$ cat config.mk
export PLATFORM = sky130hd
export DESIGN_NAME = scan_tap
export DESIGN_NICKNAME = d
export VERILOG_FILES = /design/src/rtl/scan_tap_pkg.sv /design/src/rtl/scan_tap_fsm.sv /design/src/rtl/scan_tap_ir.sv /design/src/rtl/scan_tap_bcell.sv /design/src/rtl/scan_tap_dr.sv /design/src/rtl/scan_tap.sv
export SDC_FILE = /design/constraint.sdc
export NUM_CORES = 1
export LEC_CHECK = 0
export BUFFER_PORTS_ARGS = -buffer_cell sky130_fd_sc_hd__buf_2
export CAP_MARGIN = 20
export CORE_MARGIN = 2
export CORE_UTILIZATION = 61
export CTS_BUF_LIST = sky130_fd_sc_hd__clkbuf_4 sky130_fd_sc_hd__clkbuf_8
export CTS_CLUSTER_SIZE = 20
export DETAILED_ROUTE_END_ITERATION = 7
export PLACE_DENSITY = 0.81
export SLEW_MARGIN = 20
export SYNTH_ARGS = -nofsm -noshare
export SYNTH_HDL_FRONTEND = slang
export SYNTH_SLANG_ARGS = --single-unit
$ cat constraint.sdc
create_clock -name tck -period 2.1 [get_ports tck]
set_input_delay 0.21 -clock tck [delete_from_list [all_inputs] [get_ports tck]]
set_output_delay 0.21 -clock tck [all_outputs]
set_load 0.01 [all_outputs]
$ cat src/rtl/scan_tap_pkg.sv
// Shared types and codes for the reduced boundary-scan test port.
// Assumes a 3-bit instruction register; the code values set the decode.
package scan_tap_pkg;

    localparam int IR_LEN = 3;
    localparam int ID_LEN = 32;

    localparam logic [IR_LEN-1:0] OP_EXTEST  = 3'b000;
    localparam logic [IR_LEN-1:0] OP_IDCODE  = 3'b001;
    localparam logic [IR_LEN-1:0] OP_SAMPZ   = 3'b010;
    localparam logic [IR_LEN-1:0] OP_SAMPLE  = 3'b100;
    localparam logic [IR_LEN-1:0] OP_BYPASS  = 3'b111;
    localparam logic [IR_LEN-1:0] IR_CAPTURE = 3'b001;

    typedef enum logic [3:0] {
        TS_RESET   = 4'd0,
        TS_IDLE    = 4'd1,
        TS_SEL_DR  = 4'd2,
        TS_CAP_DR  = 4'd3,
        TS_SH_DR   = 4'd4,
        TS_EX1_DR  = 4'd5,
        TS_PAU_DR  = 4'd6,
        TS_EX2_DR  = 4'd7,
        TS_UPD_DR  = 4'd8,
        TS_SEL_IR  = 4'd9,
        TS_CAP_IR  = 4'd10,
        TS_SH_IR   = 4'd11,
        TS_EX1_IR  = 4'd12,
        TS_PAU_IR  = 4'd13,
        TS_EX2_IR  = 4'd14,
        TS_UPD_IR  = 4'd15
    } tap_state_t;

    typedef enum logic [1:0] {
        SEL_BYP = 2'd0,
        SEL_ID  = 2'd1,
        SEL_BSR = 2'd2
    } dr_sel_t;

endpackage

$ cat src/rtl/scan_tap_fsm.sv
// Sixteen-state test-port controller.
// Assumes tms is sampled on the rising edge of tck; reset puts the controller in TS_RESET.
module scan_tap_fsm
    import scan_tap_pkg::*;
(
    input  logic       tck,
    input  logic       rst_n,
    input  logic       tms,
    output tap_state_t state,
    output tap_state_t state_nxt
);

    // Next-state graph driven by tms.
    always_comb begin
        unique case (state)
            TS_RESET:  state_nxt = tms ? TS_RESET  : TS_IDLE;
            TS_IDLE:   state_nxt = tms ? TS_SEL_DR : TS_IDLE;
            TS_SEL_DR: state_nxt = tms ? TS_SEL_IR : TS_CAP_DR;
            TS_CAP_DR: state_nxt = tms ? TS_EX1_DR : TS_SH_DR;
            TS_SH_DR:  state_nxt = tms ? TS_EX1_DR : TS_SH_DR;
            TS_EX1_DR: state_nxt = tms ? TS_UPD_DR : TS_PAU_DR;
            TS_PAU_DR: state_nxt = tms ? TS_EX2_DR : TS_PAU_DR;
            TS_EX2_DR: state_nxt = tms ? TS_UPD_DR : TS_SH_DR;
            TS_UPD_DR: state_nxt = tms ? TS_SEL_DR : TS_IDLE;
            TS_SEL_IR: state_nxt = tms ? TS_RESET  : TS_CAP_IR;
            TS_CAP_IR: state_nxt = tms ? TS_EX1_IR : TS_SH_IR;
            TS_SH_IR:  state_nxt = tms ? TS_EX1_IR : TS_SH_IR;
            TS_EX1_IR: state_nxt = tms ? TS_UPD_IR : TS_PAU_IR;
            TS_PAU_IR: state_nxt = tms ? TS_EX2_IR : TS_PAU_IR;
            TS_EX2_IR: state_nxt = tms ? TS_UPD_IR : TS_SH_IR;
            TS_UPD_IR: state_nxt = tms ? TS_SEL_DR : TS_IDLE;
            default:   state_nxt = TS_RESET;
        endcase
    end

    // State register.
    always_ff @(posedge tck) begin
        if (!rst_n) state <= TS_RESET;
        else        state <= state_nxt;
    end

endmodule

$ cat src/rtl/scan_tap_ir.sv
// Instruction register: a capture/shift stage, the active instruction, and decode.
// Assumes unused codes fall back to bypass; the default instruction is loaded on any edge that enters reset.
module scan_tap_ir
    import scan_tap_pkg::*;
(
    input  logic              tck,
    input  logic              rst_n,
    input  tap_state_t        state,
    input  tap_state_t        state_nxt,
    input  logic              tdi,
    output logic [IR_LEN-1:0] ir_shift,
    output logic [IR_LEN-1:0] ir_active,
    output dr_sel_t           dr_sel,
    output logic              hiz
);

    // Shift stage: capture the fixed pattern, then shift toward bit 0.
    always_ff @(posedge tck) begin
        if (!rst_n)                 ir_shift <= IR_CAPTURE;
        else if (state == TS_CAP_IR) ir_shift <= IR_CAPTURE;
        else if (state == TS_SH_IR)  ir_shift <= {tdi, ir_shift[IR_LEN-1:1]};
    end

    // Active instruction: the default on reset entry, the shifted code when leaving update.
    always_ff @(posedge tck) begin
        if (!rst_n)                    ir_active <= OP_IDCODE;
        else if (state_nxt == TS_RESET) ir_active <= OP_IDCODE;
        else if (state == TS_UPD_IR)    ir_active <= ir_shift;
    end

    // Decode into a data-register select and the output-float request.
    always_comb begin
        dr_sel = SEL_BYP;
        hiz    = 1'b0;
        case (ir_active)
            OP_EXTEST: begin dr_sel = SEL_BSR; hiz = 1'b1; end
            OP_IDCODE: dr_sel = SEL_ID;
            OP_SAMPZ:  begin dr_sel = SEL_BSR; hiz = 1'b1; end
            OP_SAMPLE: dr_sel = SEL_BSR;
            default:   dr_sel = SEL_BYP;
        endcase
    end

endmodule

$ cat src/rtl/scan_tap_bcell.sv
// One boundary-scan cell with capture and shift only; it never drives a pin.
// Assumes capture and shift are never asserted together.
module scan_tap_bcell (
    input  logic tck,
    input  logic rst_n,
    input  logic cap_en,
    input  logic sh_en,
    input  logic pin,
    input  logic sin,
    output logic q
);

    // Cell flop: take the pin at capture, the upstream bit at shift.
    always_ff @(posedge tck) begin
        if (!rst_n)     q <= 1'b0;
        else if (cap_en) q <= pin;
        else if (sh_en)  q <= sin;
    end

endmodule

$ cat src/rtl/scan_tap_dr.sv
// Data registers: bypass, identification and boundary-scan, plus the serial-out mux.
// Assumes only the selected register shifts; Update-DR has no effect on any of them.
module scan_tap_dr
    import scan_tap_pkg::*;
#(
    parameter int                BSR_LEN  = 16,
    parameter logic [ID_LEN-1:0] ID_VALUE = 32'h4C6E_0F12
) (
    input  logic               tck,
    input  logic               rst_n,
    input  tap_state_t         state,
    input  dr_sel_t            dr_sel,
    input  logic               tdi,
    input  logic [BSR_LEN-1:0] pin_vec,
    output logic               dr_tdo,
    output logic               byp_q
);

    localparam logic [ID_LEN-1:0] ID_CAP = ID_VALUE | {{(ID_LEN-1){1'b0}}, 1'b1};

    logic               cap_dr;
    logic               sh_dr;
    logic [ID_LEN-1:0]  id_q;
    logic [BSR_LEN-1:0] bsr_q;
    logic [BSR_LEN-1:0] bsr_in;

    assign cap_dr = (state == TS_CAP_DR);
    assign sh_dr  = (state == TS_SH_DR);

    // Bypass bit: captures zero, shifts when selected.
    always_ff @(posedge tck) begin
        if (!rst_n)                         byp_q <= 1'b0;
        else if (cap_dr)                    byp_q <= 1'b0;
        else if (sh_dr && dr_sel == SEL_BYP) byp_q <= tdi;
    end

    // Identification register: captures the constant with bit 0 set, shifts when selected.
    always_ff @(posedge tck) begin
        if (!rst_n)                        id_q <= ID_CAP;
        else if (cap_dr && dr_sel == SEL_ID) id_q <= ID_CAP;
        else if (sh_dr && dr_sel == SEL_ID)  id_q <= {tdi, id_q[ID_LEN-1:1]};
    end

    // Boundary chain: tdi feeds the top cell and bit 0 is the serial output.
    for (genvar i = 0; i < BSR_LEN; i++) begin : g_cell
        if (i == BSR_LEN - 1) begin : g_top
            assign bsr_in[i] = tdi;
        end else begin : g_mid
            assign bsr_in[i] = bsr_q[i+1];
        end
        scan_tap_bcell u_cell (
            .tck    (tck),
            .rst_n  (rst_n),
            .cap_en (cap_dr && dr_sel == SEL_BSR),
            .sh_en  (sh_dr && dr_sel == SEL_BSR),
            .pin    (pin_vec[i]),
            .sin    (bsr_in[i]),
            .q      (bsr_q[i])
        );
    end

    // Serial output of the selected register.
    always_comb begin
        unique case (dr_sel)
            SEL_ID:  dr_tdo = id_q[0];
            SEL_BSR: dr_tdo = bsr_q[0];
            default: dr_tdo = byp_q;
        endcase
    end

endmodule

$ cat src/rtl/scan_tap.sv
// Top of the reduced boundary-scan test port: controller, instruction and data registers, falling-edge output.
// Assumes rst_n is synchronous to tck; out_disable follows the active instruction.
module scan_tap
    import scan_tap_pkg::*;
#(
    parameter int                BSR_LEN  = 16,
    parameter logic [ID_LEN-1:0] ID_VALUE = 32'h4C6E_0F12
) (
    input  logic               tck,
    input  logic               rst_n,
    input  logic               tms,
    input  logic               tdi,
    input  logic [BSR_LEN-1:0] pin_vec,
    output logic               tdo,
    output logic               tdo_en,
    output logic               out_disable
);

    tap_state_t        tap_state;
    tap_state_t        tap_next;
    logic [IR_LEN-1:0] ir_shift;
    logic [IR_LEN-1:0] ir_active;
    dr_sel_t           dr_sel;
    logic              dr_tdo;
    logic              byp_q;

    scan_tap_fsm u_fsm (
        .tck       (tck),
        .rst_n     (rst_n),
        .tms       (tms),
        .state     (tap_state),
        .state_nxt (tap_next)
    );

    scan_tap_ir u_ir (
        .tck       (tck),
        .rst_n     (rst_n),
        .state     (tap_state),
        .state_nxt (tap_next),
        .tdi       (tdi),
        .ir_shift  (ir_shift),
        .ir_active (ir_active),
        .dr_sel    (dr_sel),
        .hiz       (out_disable)
    );

    scan_tap_dr #(
        .BSR_LEN  (BSR_LEN),
        .ID_VALUE (ID_VALUE)
    ) u_dr (
        .tck     (tck),
        .rst_n   (rst_n),
        .state   (tap_state),
        .dr_sel  (dr_sel),
        .tdi     (tdi),
        .pin_vec (pin_vec),
        .dr_tdo  (dr_tdo),
        .byp_q   (byp_q)
    );

    // Falling-edge retiming of the serial output and its enable.
    always_ff @(negedge tck) begin
        if (!rst_n) begin
            tdo    <= 1'b0;
            tdo_en <= 1'b0;
        end else begin
            tdo_en <= (tap_state == TS_SH_IR) || (tap_state == TS_SH_DR);
            if (tap_state == TS_SH_IR)      tdo <= ir_shift[0];
            else if (tap_state == TS_SH_DR) tdo <= dr_tdo;
            else                            tdo <= 1'b0;
        end
    end

endmodule

==> summary.md, run 1 <==
| Metric | Value |
|---|---|
| Setup Skew | around 46 ps |
| Post-synth top area share | roughly 48% |
| DP HPWL | 3180 um |
| Synth area leaders | dfxtp_1, nand2_1, o2bb2ai_1 |
| Yosys warns | 0 |
| Seq/Total Area, Yosys | 47.9% |
| Maximum number of pins on one net before global-route repair | 33 |
| Gr usage total | between 20% and 30% |
| CTS buffer count | 9 |
| H-tree depth | 3 |
| Antenna Violating Nets Remaining | 0 |
| DR WL/cell | 12.8 um |
| Hold Slack | 167 ps |
| Layout cells sized above 1 | 20.6% |
| Yosys reg bits | 61 |
| Setup CP Type | flip-flop to flip-flop |
| Status | finished, violations left |
| Core area | 4000 sq um |
| Worst slew margin | 79.6% |
| Arr. time, crit path | 1690 ps |
| Worst R2R Start | u_ir.ir_active[2] |
| Die width | 68.6 um |
| Main synth FF type | dfxtp_1 |
| Port Buffer Count | 22 |
| Starting density of the core | a little under two thirds |
| Failing checks | negative setup slack |
| Final #Nets | 358 |
| Clock Latency Late Sink | 380 ps |
| Clk buf depth | 2 |
| Cell Pwr Density | 830 nW/um^2 |
| Io pins | 23 |
| Grt ovf | 0 |
| Final Core Density | 75.4% |
| # hold bufs at CTS | 0 |
| Fill cells | between 200 and 300 |
| Non-filler cells, final | 390 |
| Hold Path Depth | 3 |
| Hold Startpoint | pin_vec[14] |
| Worst EP required | 1310 ps |
| Worst setup EP type | flip-flop |
| Worst slew pin tran | about 310 ps |
| EDFF count, synth | 0 |
| DR vias/cell | 5.56 |
| Gate Count Post-Synth | 301 |
| Vias in the first global route | 1,834 |
| Die Height | roughly 69 um |
| Mapped Nets | between 300 and 400 |
| Pleak | 1.22 nW |
| Diodes inserted | 0 |
| Cell with the most instances after synthesis | nand2_1 |
| Worst Hold Endpoint | u_dr.g_cell[14].u_cell.q |
| Layout area overhead | 18.3% |
| Clock root buffer | clkbuf_8 |
| Hold/Removal Path Class | input pin to flip-flop |
| CTS tree | yes |
| Hold Violations, Final | 0 |
| Max Slew Vio Count | 0 |
| GP Congestion | 0.791 |
| Placed cells | roughly 370 |
| Worst reg-to-reg setup slack | -380 ps |
| Max_cap viols | 0 |
| Reg-to-Reg End | tdo |
| Netlist cell types | 40 |
| Asr flop ratio synth | 0% |
| Via count | around 2,200 |
| Initial antenna violation count | 0 |
| CP startpoint kind | flip-flop |
| Sink Count | between 60 and 70 |
| Most frequent cells after synthesis | nand2_1, dfxtp_1, a21oi_1 |
| 1st-pass router iterations | 4 |
| Initial DRC Count | 142 |
| Largest fanout on the critical path | 3 |
| # rows | 23 |
| Area leader, netlist | dfxtp_1 |
| Die area | 4710 sq um |
| RSZ-0062 raised after global routing | yes |
| Overall power | between 2 and 3 mW |
| Clk slew on worst S/H paths | 70 ps |
| First-pass GRT wire length | a little over 8000 um |
| Post-route DRC violation count | 0 |
| Final worst slack | -381 ps |
| R2r worst-path depth | 6 |
| Syn_area_per_cell | 8.46 sq um |
| Syn Std Cell Area | approximately 2500 sq um |
| Max VDD drop | 673 uV |
| Setup Viol. Count Final | 1 |
| Post-CTS Setup Inserts | 0 |
| Routed wire length | ~5000 um |
worst max-delay path by stage:
stage / start / endpoint / slack, ps / cells after the start
after CTS: u_ir.ir_active[2] / tdo / -390 / 6
after floorplan: u_ir.ir_active[0] / tdo / -360 / 6
after global placement: u_ir.ir_active[1] / tdo / -370 / 6
after global routing: u_ir.ir_active[2] / tdo / -460 / 6
final: u_ir.ir_active[2] / tdo / -380 / 6
after detailed placement: u_ir.ir_active[1] / tdo / -420 / 6
layer usage:
metal	wire, um	global-route usage (%)	up-vias	share of wire (%)
met5	0	0	-	0
li1	-	-	1125	-
met2	2320	34.6	44	46
met1	2380	30.4	991	48
met3	233	8.60	7	4.7
met4	61	10.8	0	1.2
worst max-delay path: stages (launching register included):
cell     delay (ps)
dfxtp_2         320
or3b_4          420
ha_4            180
a22oi_2         150
o21ai_1          80
a22oi_1         160
nor2b_1          60
sequential cells by signal (all words and copies together) (netlist names):
| name | cells |
|---|---|
| tdo | 1 |
| u_ir.ir_active | 3 |
| tdo_en | 1 |
| u_dr.id_q | 32 |
| u_fsm.state | 4 |
| u_dr.byp_q | 1 |
| u_ir.ir_shift | 3 |
| u_dr.g_cell.u_cell.q | 16 |
layout by cell type (no fill, tap or decap), drive strengths merged, types with 4 or more instances in the layout:
cell	instances
buf	45
o22ai	18
o21ai	9
a21oi	23
nand2	72
o2bb2ai	15
nor2	12
inv	11
clkbuf	11
nand3	21
dfxtp	61
a21boi	4
through the flow:
| stage | instance area [sq um] | worst slack [ps] | TNS (ps) |
|---|---|---|---|
| detailed placement | 2790 | -423 | -423 |
| global placement | 2790 | -375 | -375 |
| global route | 3010 | -456 | -456 |
| finish | 3010 | -381 | -381 |
| floorplan | 2570 | -358 | -358 |
| CTS | 3010 | -389 | -389 |
layout make-up:
class                           count  area [sq um]  area share, %
Clock inverter                      7          81.3           2.70
Clock buffer                       11           139           4.61
Tap cell                           50          62.6           2.08
Timing Repair Buffer               45           302           10.0
Sequential cell                    61          1220           40.6
Multi-Input combinational cell    208          1170           39.0
Inverter                            8          30.0          0.996
report_power, final:
part,total (mW),internal (mW),switching [mW]
registers,1.19,1.18,0.0151
logic,0.170,0.0724,0.0972
clock network,1.14,0.693,0.448
repair_timing:
action / CTS / global route
gates resized for setup: 0 / 3
pin swaps: 1 / 0
hold endpoints to repair: 0 / 0
setup endpoints to repair: 1 / 2
cells by family after synthesis:
| group | Yosys count | synth area share, % |
|---|---|---|
| and+or+nand+nor | 121 | 21.5 |
| xor gates and xnor gates | 2 | 0.688 |
| muxes | 2 | 0.786 |
| adders and majority gates | 3 | 1.47 |
| AOI/OAI and AO/OA | 80 | 20.9 |
| DFF | 61 | 47.9 |
| buffers and inverters | 32 | 6.73 |
(Power assumes the default switching activity.)
==> run 2, diff against run 1 <==
Settings changed: RECOVER_POWER set to 25, TNS_END_PERCENT set to 20.
==> run 2 against run 1 <==
  * The run still ends with negative setup slack left
  * Critical path type unchanged
  * Register-to-register slack about the same
  * Setup slack about the same
  * Clock power hardly changed
  * Non-clock buffer count is the same
==> summary.md, run 2 (same netlist as run 1, synthesis figures left out) <==
| Metric | Value |
|---|---|
| Worst slew pin tran | between 500 and 600 ps |
| # rows | 23 |
| Diodes inserted | 0 |
| Port Buffer Count | 22 |
| Setup CP Type | flip-flop to flip-flop |
| First-pass GRT wire length | slightly above 8000 um |
| Largest fanout on the critical path | 3 |
| Gr usage total | 23.5% |
| Status | finished, violations left |
| Arr. time, crit path | roughly 1700 ps |
| Switching share of power | between 20 and 25% |
| Switching pwr | 0.568 mW |
| DP HPWL | 3180 um |
| Comb pwr share | under 10% |
| Failing checks | negative setup slack |
| Max VDD drop | a little under 700 uV |
| Hold/Removal Path Class | input pin to flip-flop |
| Hold Startpoint | pin_vec[14] |
| Via count | between 2,000 and 2,500 |
| Vias in the first global route | between 1,500 and 2,000 |
| Max Slew Vio Count | 0 |
| Register name with the most flops | u_dr.id_q |
| Routed wire length | between 5000 and 6000 um |
| Final Core Density | 74.9% |
| Worst setup EP type | flip-flop |
| Antenna Violating Nets Remaining | 0 |
| Max reg flops | 32 |
| Register share of total power | between 40% and 50% |
| Dpl ws | -423 ps |
| Post-route cell area | 2990 sq um |
| Clk buf depth | 2 |
| DR vias/cell | 5.53 |
| Leading cell type in the layout, fill and taps excluded | nand2_1 |
| Initial DRC Count | 147 |
| Hold Path Depth | 3 |
| TNS Setup | -380 ps |
| Layout area overhead | 17.5% |
| Hold Violations, Final | 0 |
| R2r worst-path depth | 6 |
| Worst path cell trace | or3b_4 > ha_4 > a22oi_2 > o21ai_1 > a22oi_1 > nor2b_1 |
| Commonest non-fill, non-tap cells in the layout | nand2_1, dfxtp_1, a21oi_1 |
| # hold bufs at CTS | 0 |
| Internal Power | 1.94 mW |
| Post-DP Area | 2790 sq um |
| H-tree depth | 3 |
| Core area | 4000 sq um |
| Slowest CP cell | or3b_4 |
| Crit path launch | u_ir.ir_active[2] |
| CTS buffer count | 9 |
| DR WL/cell | 12.9 um |
| Clock Power Share | 45.8% |
| Worst R2R Start | u_ir.ir_active[2] |
| Final worst slack | -380 ps |
| Worst slew margin | 64.6% |
| Die width | 68.6 um |
| Non-filler cells, final | 390 |
| 1st-pass router iterations | 5 |
| Largest delay contributor family on the critical path | simple AND/OR/NAND/NOR gates |
| Starting density of the core | 63.7% |
| Setup Skew | 50.0 ps |
| Max_cap viols | 0 |
| Io pins | 23 |
| Clock Latency Late Sink | 380 ps |
| Placed cells | 373 |
| Layout cells sized above 1 | a little under a fifth |
| Clock root buffer | clkbuf_8 |
| Sink Count | 61 |
| Worst path max stage delay | 420 ps |
| Post-route DRC violation count | 0 |
| Pleak | 1.19 nW |
| GP Congestion | about 0.8 |
| Maximum number of pins on one net before global-route repair | 33 |
| Final #Nets | between 300 and 400 |
| Grt ovf | 0 |
| Biggest registers after layout | u_dr.id_q: 32 flops, u_dr.g_cell.u_cell.q: 16 flops, u_fsm.state: 4 flops |
| Worst EP required | 1310 ps |
| Setup Viol. Count Final | 1 |
| Die area | 4710 sq um |
| Fill cells | 290 |
| CTS tree | yes |
| RSZ-0062 raised after global routing | yes |
| Initial antenna violation count | 0 |
| Levels on crit path | 6 |
| CP Buf/Inv Count | 0 |
| Die Height | 68.6 um |
| Clk slew on worst S/H paths | 70 ps |
| CP startpoint kind | flip-flop |
| Cell Pwr Density | 838 nW/um^2 |
## run 2: power groups by stage
stage	Clock (mW)	Sequential (mW)	Combinational [mW]
2_1_floorplan	0.00895	1.21	0.121
3_3_place_gp	0.00895	1.22	0.166
3_5_place_dp	0.00895	1.22	0.168
4_1_cts	1.16	1.19	0.169
5_1_grt	1.22	1.19	0.188
6_report	1.15	1.19	0.167
## run 2: area by class of cell
type	count	area, sq um	share of cell area (%)
timing repair buffer	45	282	9.40
tap	50	62.6	2.09
sequential	61	1220	40.9
clock buffer	11	139	4.64
multi-input combinational	208	1170	39.2
inverter	8	30.0	1.00
clock inverter	7	81.3	2.72
## run 2: routing by layer
| metal | part of all wire (%) | vias to the layer above | global-route usage [%] |
|---|---|---|---|
| li1 | - | 1121 | - |
| met1 | 48 | 972 | 30.4 |
| met2 | 45 | 57 | 34.6 |
| met3 | 5.3 | 7 | 8.60 |
| met4 | 1.2 | 0 | 10.8 |
| met5 | 0 | - | 0 |
## run 2: tightest hold or removal path: cells and delay by family
family | cells | cell delay [ps]
compound gates | 2 | 190
buf+inv | 1 | 70
## run 2: worst paths after layout
| path | slack [ps] | to |
|---|---|---|
| worst max-delay path | -380 | tdo |
| worst min-delay path | 170 | u_dr.g_cell[14].u_cell.q |
| worst max register to register | -380 | tdo |
| worst min register to register | 450 | u_dr.id_q[23] |
## run 2: stage by stage
stage | total power [mW] | hold WS (ps)
2_1_floorplan | 1.34 | 346
3_3_place_gp | 1.39 | 437
3_5_place_dp | 1.39 | 443
4_1_cts | 2.52 | 150
5_1_grt | 2.60 | 180
6_report | 2.51 | 167
## run 2: timing repair
action | in CTS | in global routing
pin swaps | 1 | 0
endpoints found under the setup margin | 1 | 2
buffers inserted | 0 | 0
resized for setup | 0 | 3
